--- config.mk ---
export PLATFORM = sky130hd
export DESIGN_NAME = byte_demux
export DESIGN_NICKNAME = d
export VERILOG_FILES = /design/src/rtl/byte_demux_pkg.sv /design/src/rtl/phase_tracker.sv /design/src/rtl/byte_reorder.sv /design/src/rtl/pair_assembler.sv /design/src/rtl/lane_steer.sv /design/src/rtl/byte_demux.sv
export SDC_FILE = /design/constraint.sdc
export NUM_CORES = 1
export LEC_CHECK = 0
export ABC_CLOCK_PERIOD_IN_PS = 2000
export BUFFER_PORTS_ARGS = -buffer_cell sky130_fd_sc_hd__clkbuf_2
export CAP_MARGIN = 20
export CORE_ASPECT_RATIO = 1.5
export CORE_MARGIN = 5
export CORE_UTILIZATION = 55
export CTS_BUF_LIST = sky130_fd_sc_hd__clkbuf_4
export DETAILED_ROUTE_END_ITERATION = 7
export GPL_TIMING_DRIVEN = 0
export PLACE_DENSITY = 0.82
export SYNTH_ARGS = -nofsm -noshare
export SYNTH_HDL_FRONTEND = slang
export SYNTH_SLANG_ARGS = --single-unit
--- constraint.sdc ---
create_clock -name clk_i -period 2 [get_ports clk_i]
set_clock_uncertainty 0.2 [all_clocks]
set_input_delay 0.4 -clock clk_i [delete_from_list [all_inputs] [get_ports clk_i]]
set_output_delay 0.4 -clock clk_i [all_outputs]
set_load 0.02 [all_outputs]
--- src/rtl/byte_demux_pkg.sv ---
package byte_demux_pkg;
  parameter int unsigned DEF_LANES  = 2;
  parameter int unsigned DEF_BYTE_W = 8;

  typedef enum logic {
    PH_LO = 1'b0,
    PH_HI = 1'b1
  } phase_e;
endpackage

--- src/rtl/phase_tracker.sv ---
module phase_tracker
  import byte_demux_pkg::*;
(
  input  logic clk_i,
  input  logic rst_ni,
  input  logic dci_i,
  input  logic inv_i,
  output logic hi_stb_o,
  output logic lo_stb_o
);
  phase_e cur_phase;
  phase_e prev_q;

  assign cur_phase = phase_e'(dci_i ^ inv_i);

  // prev resets to low so the first high phase after reset is a change
  always_ff @(posedge clk_i or negedge rst_ni) begin
    if (!rst_ni) prev_q <= PH_LO;
    else         prev_q <= cur_phase;
  end

  assign hi_stb_o = (cur_phase == PH_HI) && (prev_q == PH_LO);
  assign lo_stb_o = (cur_phase == PH_LO) && (prev_q == PH_HI);

  // a held phase never captures twice in a row
  a_r8_no_double_high: assert property (@(posedge clk_i) disable iff (!rst_ni)
    hi_stb_o |=> !hi_stb_o);
  a_r8_no_double_low: assert property (@(posedge clk_i) disable iff (!rst_ni)
    lo_stb_o |=> !lo_stb_o);
endmodule

--- src/rtl/byte_reorder.sv ---
module byte_reorder #(
  parameter int unsigned LANES  = 2,
  parameter int unsigned BYTE_W = 8,
  localparam int unsigned BUS_W = LANES * BYTE_W
) (
  input  logic             swap_i,
  input  logic [BUS_W-1:0] bus_i,
  output logic [BUS_W-1:0] bus_o
);
  for (genvar l = 0; l < LANES; l++) begin : g_lane
    for (genvar b = 0; b < BYTE_W; b++) begin : g_bit
      assign bus_o[l*BYTE_W + b] = swap_i ? bus_i[l*BYTE_W + BYTE_W - 1 - b]
                                          : bus_i[l*BYTE_W + b];
    end
  end
endmodule

--- src/rtl/pair_assembler.sv ---
module pair_assembler #(
  parameter int unsigned BYTE_W = 8,
  localparam int unsigned WORD_W = 2 * BYTE_W
) (
  input  logic              clk_i,
  input  logic              rst_ni,
  input  logic              hi_stb_i,
  input  logic              lo_stb_i,
  input  logic              frame_i,
  input  logic [BYTE_W-1:0] byte_i,
  output logic [WORD_W-1:0] word_o,
  output logic              done_o,
  output logic              frame_o
);
  logic [BYTE_W-1:0] hi_q;
  logic              tag_q;
  logic              pend_q;

  always_ff @(posedge clk_i or negedge rst_ni) begin
    if (!rst_ni) begin
      hi_q   <= '0;
      tag_q  <= 1'b0;
      pend_q <= 1'b0;
    end else if (hi_stb_i) begin
      hi_q   <= byte_i;
      tag_q  <= frame_i;
      pend_q <= 1'b1;
    end else if (lo_stb_i) begin
      pend_q <= 1'b0;
    end
  end

  // pair completes only under the frame level seen at the high byte
  assign done_o  = lo_stb_i && pend_q && (tag_q == frame_i);
  assign word_o  = {hi_q, byte_i};
  assign frame_o = tag_q;

  // a completed pair always had a high capture since reset
  a_r11_pend_after_low: assert property (@(posedge clk_i) disable iff (!rst_ni)
    lo_stb_i |=> !pend_q);
endmodule

--- src/rtl/lane_steer.sv ---
module lane_steer #(
  parameter int unsigned LANES  = 2,
  parameter int unsigned BYTE_W = 8,
  localparam int unsigned WORD_W = 2 * BYTE_W,
  localparam int unsigned CH_N   = 2 * LANES
) (
  input  logic                         clk_i,
  input  logic                         rst_ni,
  input  logic [LANES-1:0]             done_i,
  input  logic [LANES-1:0]             frame_i,
  input  logic [LANES-1:0][WORD_W-1:0] word_i,
  output logic [CH_N-1:0][WORD_W-1:0]  ch_data_o,
  output logic [CH_N-1:0]              ch_valid_o
);
  // channel c: lane (top-down) c/2, frame high for even c
  for (genvar c = 0; c < CH_N; c++) begin : g_ch
    localparam int unsigned LANE = LANES - 1 - c / 2;
    localparam logic        WANT = ((c % 2) == 0);
    logic hit;

    assign hit = done_i[LANE] && (frame_i[LANE] == WANT);

    always_ff @(posedge clk_i or negedge rst_ni) begin
      if (!rst_ni) begin
        ch_data_o[c]  <= '0;
        ch_valid_o[c] <= 1'b0;
      end else begin
        ch_valid_o[c] <= hit;
        if (hit) ch_data_o[c] <= word_i[LANE];
      end
    end

    // strobe lasts one cycle
    a_r9_single_pulse: assert property (@(posedge clk_i) disable iff (!rst_ni)
      ch_valid_o[c] |=> !ch_valid_o[c]);
    // word only moves together with its strobe
    a_r9_hold_between: assert property (@(posedge clk_i) disable iff (!rst_ni)
      !ch_valid_o[c] |-> $stable(ch_data_o[c]));
  end
endmodule

--- src/rtl/byte_demux.sv ---
module byte_demux
  import byte_demux_pkg::*;
#(
  parameter int unsigned LANES  = DEF_LANES,
  parameter int unsigned BYTE_W = DEF_BYTE_W,
  localparam int unsigned BUS_W  = LANES * BYTE_W,
  localparam int unsigned WORD_W = 2 * BYTE_W,
  localparam int unsigned CH_N   = 2 * LANES
) (
  input  logic                     clk_i,
  input  logic                     rst_ni,
  input  logic [BUS_W-1:0]         lane_data_i,
  input  logic                     dci_i,
  input  logic                     frame_i,
  input  logic                     cfg_swap_i,
  input  logic                     cfg_dci_inv_i,
  output logic [CH_N*WORD_W-1:0]   ch_data_o,
  output logic [CH_N-1:0]          ch_valid_o
);
  logic                         hi_stb, lo_stb;
  logic [BUS_W-1:0]             bus_ord;
  logic [LANES-1:0]             done;
  logic [LANES-1:0]             tag;
  logic [LANES-1:0][WORD_W-1:0] word;
  logic [CH_N-1:0][WORD_W-1:0]  ch_data;

  phase_tracker u_phase (
    .clk_i    (clk_i),
    .rst_ni   (rst_ni),
    .dci_i    (dci_i),
    .inv_i    (cfg_dci_inv_i),
    .hi_stb_o (hi_stb),
    .lo_stb_o (lo_stb)
  );

  byte_reorder #(.LANES(LANES), .BYTE_W(BYTE_W)) u_reorder (
    .swap_i (cfg_swap_i),
    .bus_i  (lane_data_i),
    .bus_o  (bus_ord)
  );

  for (genvar l = 0; l < LANES; l++) begin : g_asm
    pair_assembler #(.BYTE_W(BYTE_W)) u_asm (
      .clk_i    (clk_i),
      .rst_ni   (rst_ni),
      .hi_stb_i (hi_stb),
      .lo_stb_i (lo_stb),
      .frame_i  (frame_i),
      .byte_i   (bus_ord[l*BYTE_W +: BYTE_W]),
      .word_o   (word[l]),
      .done_o   (done[l]),
      .frame_o  (tag[l])
    );
  end

  lane_steer #(.LANES(LANES), .BYTE_W(BYTE_W)) u_steer (
    .clk_i      (clk_i),
    .rst_ni     (rst_ni),
    .done_i     (done),
    .frame_i    (tag),
    .word_i     (word),
    .ch_data_o  (ch_data),
    .ch_valid_o (ch_valid_o)
  );

  assign ch_data_o = ch_data;

  // even channels only fire for a frame-high pair, odd for frame-low
  a_r2_frame_targets: assert property (@(posedge clk_i) disable iff (!rst_ni)
    (|ch_valid_o) |-> ($past(frame_i) == (ch_valid_o[0] | ch_valid_o[2])));
  // strobes only follow a low-byte capture edge
  a_r10_valid_after_low: assert property (@(posedge clk_i) disable iff (!rst_ni)
    (|ch_valid_o) |-> $past(lo_stb));
endmodule

==> flow_metrics.env, run 1 <==
export IMPL_syn2layout_area_growth_pct=18.9
export IMPL_worst_slew_pin_slew_ps=598
export IMPL_dr_pass1_iters=3
export IMPL_final_common_cell="clkbuf_2"
export IMPL_drc=0
export IMPL_coreArea_mm2=0.00644
export IMPL_cp_end_kind="register"
export IMPL_start_util_pct=55.6
export IMPL_place_inst=369
export IMPL_place_area_mm2=0.00414
export IMPL_clockBufferDepth=2
export IMPL_start_kind="register"
export IMPL_status="finished, final reports clean"
export IMPL_timing_fmax_mhz=538
export IMPL_cts_root_buf="clkbuf_4"
export IMPL_cp_arrival_ps=1960
export IMPL_avgViaCountPerCell=5.21
export IMPL_min_period_over_period_pct=92.9
export IMPL_drv_cap=0
export IMPL_dr_first_iter_drc_count=85
export IMPL_place_detailed_hpwl_mm=5.04
export IMPL_period_minus_slack_ps=1860
export IMPL_synth_nets=228
export IMPL_final_cell_mix="clkbuf_2 (87), dfrtp_1 (85), mux2_2 (59)"
export IMPL_drt_wl_total_mm=6.85
export IMPL_cp_data_required_time_ps=2100
export IMPL_ios=90
export IMPL_cts_max_level=3
export IMPL_ir_drop_uv=754
export IMPL_grt_pass1_wl_mm=11.0
export IMPL_hold_viol=0
export IMPL_grt_remaining_overflow=0
export IMPL_fp_dieH_um=109
export IMPL_synth_top_cell_area_share_pct=59.4
export IMPL_die_w_um=75.9
export IMPL_finalMaxSlewViolations=0
export IMPL_place_port_buffers=88
export IMPL_ys_types=12
export IMPL_seq_area_frac_synth_pct=59.4
export IMPL_place_congestion=0.741
export IMPL_setup_viol=0
export IMPL_netlist_area_mm2=0.00358
export IMPL_critPathMaxFanout=10
export IMPL_stdcell_count=386
export IMPL_die_area_mm2=0.00826
export IMPL_row_count=36
export IMPL_fin_area_mm2=0.00426
export IMPL_cts_clk_slew_worst_paths_ps=110
export IMPL_antenna_left=0
export IMPL_netlist_instances=204
export IMPL_rsz0062_at_grt="no"
export IMPL_cts_sinks=85
export IMPL_cts_setup_buffers=0
export IMPL_power_density_mw_per_mm2=1410
export IMPL_ys_ff_latch=85
export IMPL_insertion_delay_ps=410
export IMPL_slew_headroom_pct=60.1
export IMPL_yosys_warnings=0
export IMPL_drive_gt1_share_pct=69.4
export IMPL_p_leak_nw=2.21
export IMPL_wl_per_cell_um=17.7
export IMPL_hp_class="in2reg"
export IMPL_antenna_cells=0
export IMPL_track_usage_pct=18.2
export IMPL_fin_nets=329
export IMPL_cts_made_buffers=9
export IMPL_critPathKind="reg2reg"
export IMPL_antenna_found_initial=0
export IMPL_fill_cells=499
export IMPL_avgSynthCellArea_um2=17.6
export IMPL_synth_area_top_cells="dfrtp_1 (59%), mux2_2 (19%), mux2_4 (16%)"
export IMPL_grt_max_degree=44
export IMPL_cts_tree="built"
export IMPL_yosysTopAreaCell="dfrtp_1"
export IMPL_grt_pass1_vias=2181
export IMPL_vias=2010
-- critical path, cell delays in order (launching register included) --
cell	delay [ps]
dfrtp_1	400
inv_1	60
ha_1	130
buf_2	250
buf_2	340
mux2_2	380
-- flip-flops by register name, indices dropped and copies added, names as in the netlist --
signal               cells
u_steer.ch_valid_o       2
g_asm.u_asm.hi_q        16
g_asm.u_asm.frame_o      1
u_steer.ch_data_o       64
u_phase.prev_q           1
g_asm.u_asm.pend_q       1
-- per-layer routing --
metal / track usage [%] / routed length [um]
met5: 0 / 0
met4: 8.25 / 120
met3: 4.34 / 377
met2: 29.9 / 3560
met1: 22.1 / 2790
-- repair_timing --
action,4_1_cts,5_1_grt
hold endpoints to repair,42,0
gates resized for setup,0,0
hold buffers,1,0
-- cells in the mapped netlist (all sizes together) --
library cell  number
and4bb             1
buf               13
dfrtp             85
ha                 2
inv                3
mux2              98
nand4              1
xnor2              1
-- area by class of cell --
class                      count  area [um2]  share of cell area [%]
sequential                    85        2130                    49.9
multi-input combinational    103        1310                    30.7
timing repair buffer          90         473                    11.1
buffer                        13         134                    3.14
clock buffer                  13        97.6                    2.29
tap                           76        95.1                    2.23
clock inverter                 3        12.5                   0.294
inverter                       3        11.3                   0.264
-- logic make-up after synthesis --
group | Yosys count | share of synthesized area, %
DFF | 85 | 59.4
buffers and inverters | 16 | 4.05
xor gates and xnor gates | 1 | 0.245
muxes | 98 | 34.9
adders and majority gates | 2 | 0.699
and+or+nand+nor | 2 | 0.699
-- report_power, final --
| part | internal (mW) | switching, mW |
|---|---|---|
| combinational | 1.12 | 1.26 |
| sequential | 2.40 | 0.414 |
| clock | 0.304 | 0.516 |
| total | 3.82 | 2.19 |
-- through the flow --
stage	util [%]	hold slack, ps	setup slack [ps]	power, mW	TNS (ps)
2_1_floorplan	-	-95.6	139	4.37	0
5_1_grt	66.1	37.2	26.9	6.37	0
3_5_place_dp	64.3	264	-179	5.26	-6140
6_report	66.1	64.8	142	6.01	0
4_1_cts	66.1	18.8	101	6.11	0
3_3_place_gp	63.9	289	-545	5.17	-49970
-- worst paths after layout --
| path | endpoint | depth (start not counted) | slack (ps) | start |
|---|---|---|---|---|
| max in group asynchronous | u_steer.ch_data_o[31] | 3 | 630 | rst_ni |
| max | g_asm[1].u_asm.hi_q[7] | 5 | 140 | u_phase.prev_q |
| min in group asynchronous | u_steer.ch_valid_o[2] | 2 | 350 | rst_ni |
| min reg2reg | u_steer.ch_data_o[31] | 1 | 320 | u_steer.ch_data_o[31] |
| max reg2reg | g_asm[1].u_asm.hi_q[7] | 5 | 140 | u_phase.prev_q |
| min | g_asm[1].u_asm.frame_o | 2 | 60 | frame_i |
Note: power is estimated with default switching activity, not from simulation.
==> run 2: changes to the inputs <==
--- a/config.mk
+++ b/config.mk
@@ -10,11 +10,11 @@
 export CAP_MARGIN = 20
 export CORE_ASPECT_RATIO = 1.5
 export CORE_MARGIN = 5
-export CORE_UTILIZATION = 55
-export CTS_BUF_LIST = sky130_fd_sc_hd__clkbuf_4
+export CORE_UTILIZATION = 53
+export CTS_CLUSTER_SIZE = 25
 export DETAILED_ROUTE_END_ITERATION = 7
 export GPL_TIMING_DRIVEN = 0
-export PLACE_DENSITY = 0.82
+export PLACE_DENSITY = 0.8
 export SYNTH_ARGS = -nofsm -noshare
 export SYNTH_HDL_FRONTEND = slang
 export SYNTH_SLANG_ARGS = --single-unit
==> run 2 against run 1 <==
  * Maximum frequency fell by 2.0%
  * Highest routed layer unchanged
  * Clock power is 60% higher
  * Global-route usage is 0.45 points lower
  * Sequential power about the same
  * Die area rose by 3.4%
  * Worst hold slack gained 48 ps
  * Final cell count did not move
  * First-iteration DRC count down 15%
  * Via count grew 0.95%
  * Combinational power is essentially flat
  * Clock-buffer cell count is 4 lower
==> flow_metrics.env, run 2 (synthesis gave the netlist of run 1 again) <==
export IMPL_grt_max_degree=55
export IMPL_fin_nets=329
export IMPL_clkPwrFrac_pct=20.2
export IMPL_worst_path_largest_cell_delay_ps=400
export IMPL_p_int_mw=4.22
export IMPL_drt_wl_total_mm=6.97
export IMPL_p_leak_nw=2.25
export IMPL_syn2layout_area_growth_pct=22.0
export IMPL_insertion_delay_ps=370
export IMPL_grt_pass1_vias=2229
export IMPL_crit_family="buffers and inverters"
export IMPL_reg2reg_slack_ps=100
export IMPL_drc=0
export IMPL_hold_slack_ps=112
export IMPL_cts_sinks=85
export IMPL_switching_share_pct=35.0
export IMPL_cts_clk_slew_worst_paths_ps=90
export IMPL_avgViaCountPerCell=5.26
export IMPL_critPathKind="reg2reg"
export IMPL_min_period_over_period_pct=94.8
export IMPL_timing_fmax_mhz=528
export IMPL_largest_register_ffs=64
export IMPL_final_cell_mix="clkbuf_2 (87), dfrtp_1 (85), mux2_2 (59)"
export IMPL_die_area_mm2=0.00853
export IMPL_cp_data_required_time_ps=2050
export IMPL_ios=90
export IMPL_drive_gt1_share_pct=70.0
export IMPL_finalMaxSlewViolations=0
export IMPL_cts_made_buffers=9
export IMPL_path_depth=5
export IMPL_slowest_stage="dfrtp_1"
export IMPL_cts_max_level=3
export IMPL_setup_viol=0
export IMPL_vias=2029
export IMPL_place_detailed_hpwl_mm=4.99
export IMPL_power_density_mw_per_mm2=1480
export IMPL_clockBufferDepth=2
export IMPL_final_common_cell="clkbuf_2"
export IMPL_path_cells="inv_1, ha_1, buf_2, buf_2, mux2_2"
export IMPL_dr_pass1_iters=4
export IMPL_top_regs="u_steer.ch_data_o (64), g_asm.u_asm.hi_q (16), u_steer.ch_valid_o (2)"
export IMPL_top_register="u_steer.ch_data_o"
export IMPL_drv_cap=0
export IMPL_place_ws_ps=-229
export IMPL_endpoint="g_asm[0].u_asm.hi_q[7]"
export IMPL_worst_slew_pin_slew_ps=462
export IMPL_pwr_share_comb_pct=36.7
export IMPL_timing_rr_start="u_phase.prev_q"
export IMPL_start_util_pct=54.8
export IMPL_place_congestion=0.715
export IMPL_cp_end_kind="register"
export IMPL_track_usage_pct=17.7
export IMPL_setup_slack_ps=105
export IMPL_hp_class="in2reg"
export IMPL_cts_setup_buffers=0
export IMPL_status="finished, final reports clean"
export IMPL_final_core_util_pct=66.9
export IMPL_dr_first_iter_drc_count=72
export IMPL_grt_pass1_wl_mm=11.7
export IMPL_die_w_um=77.1
export IMPL_cp_startpoint="u_phase.prev_q"
export IMPL_coreArea_mm2=0.00653
export IMPL_rr_endpoint="g_asm[0].u_asm.hi_q[7]"
export IMPL_start_kind="register"
export IMPL_fp_dieH_um=111
export IMPL_row_count=36
export IMPL_period_minus_slack_ps=1900
export IMPL_switching_power_mw=2.27
export IMPL_crit_top_cell="buf_2"
export IMPL_grt_remaining_overflow=0
export IMPL_cp_arrival_ps=1950
export IMPL_fin_setup_tns_ps=0
export IMPL_antenna_left=0
export IMPL_slew_headroom_pct=69.2
export IMPL_cts_root_buf="clkbuf_8"
export IMPL_worst_path_buf_inv=3
export IMPL_critPathMaxFanout=10
export IMPL_place_port_buffers=88
export IMPL_ir_drop_uv=963
export IMPL_rsz0062_at_grt="no"
export IMPL_antenna_found_initial=0
export IMPL_sequentialPowerShare_pct=43.2
export IMPL_antenna_cells=0
export IMPL_wl_per_cell_um=18.1
export IMPL_r2r_cells=5
export IMPL_hold_viol=0
export IMPL_cts_tree="built"
run 2: worst min path at each step:
| stage | start | end | slack [ps] | depth (start not counted) |
|---|---|---|---|---|
| floorplan | rst_ni | g_asm[0].u_asm.hi_q[0] | -100 | 0 |
| global placement | u_steer.ch_data_o[40] | u_steer.ch_data_o[40] | 290 | 1 |
| detailed placement | rst_ni | u_steer.ch_data_o[10] | 210 | 1 |
| CTS | dci_i | u_phase.prev_q | 100 | 3 |
| global route | frame_i | g_asm[1].u_asm.frame_o | 120 | 2 |
| finish | dci_i | u_phase.prev_q | 110 | 3 |
run 2: timing repair:
action,4_1_cts,5_1_grt
hold buffers,1,0
gates resized for setup,0,0
hold endpoints to repair,31,0
run 2: layout make-up:
class	instances	area, um2
plain buffers	13	134
fillers	466	2160
repair buffers	90	480
flip-flops and latches	85	2130
well taps	76	95.1
multi-input cells	103	1310
clock buffers	9	124
inverters	3	11.3
clock inverters	7	90.1
run 2: routing by layer:
layer  global-route usage [%]  wire length, um  vias up
li1                         -                -      919
met1                     21.8             2800     1028
met2                     28.2             3510       69
met3                     4.88              480       13
met4                     9.29              179        0
met5                        0                0        -
run 2: power groups by stage:
| stage | logic, mW | registers [mW] | clock network, mW |
|---|---|---|---|
| after global routing | 2.55 | 2.90 | 1.41 |
| final | 2.38 | 2.80 | 1.31 |
| after detailed placement | 2.42 | 2.83 | 0 |
| after global placement | 2.36 | 2.80 | 0 |
| after CTS | 2.43 | 2.81 | 1.33 |
| after floorplan | 0.873 | 3.49 | 0 |
run 2: per-stage QoR:
| stage | cell area [um2] | total power [mW] | instances |
|---|---|---|---|
| after global routing | 4370 | 6.87 | 386 |
| after global placement | 4120 | 5.16 | 368 |
| after detailed placement | 4150 | 5.25 | 369 |
| final | 4370 | 6.49 | 386 |
| after CTS | 4370 | 6.57 | 386 |
| after floorplan | 3580 | 4.37 | 204 |
run 2: tightest hold or removal path, cell delays in order:
cell and delay (ps):
clkbuf_2 80, xnor2_1 80, inv_1 80
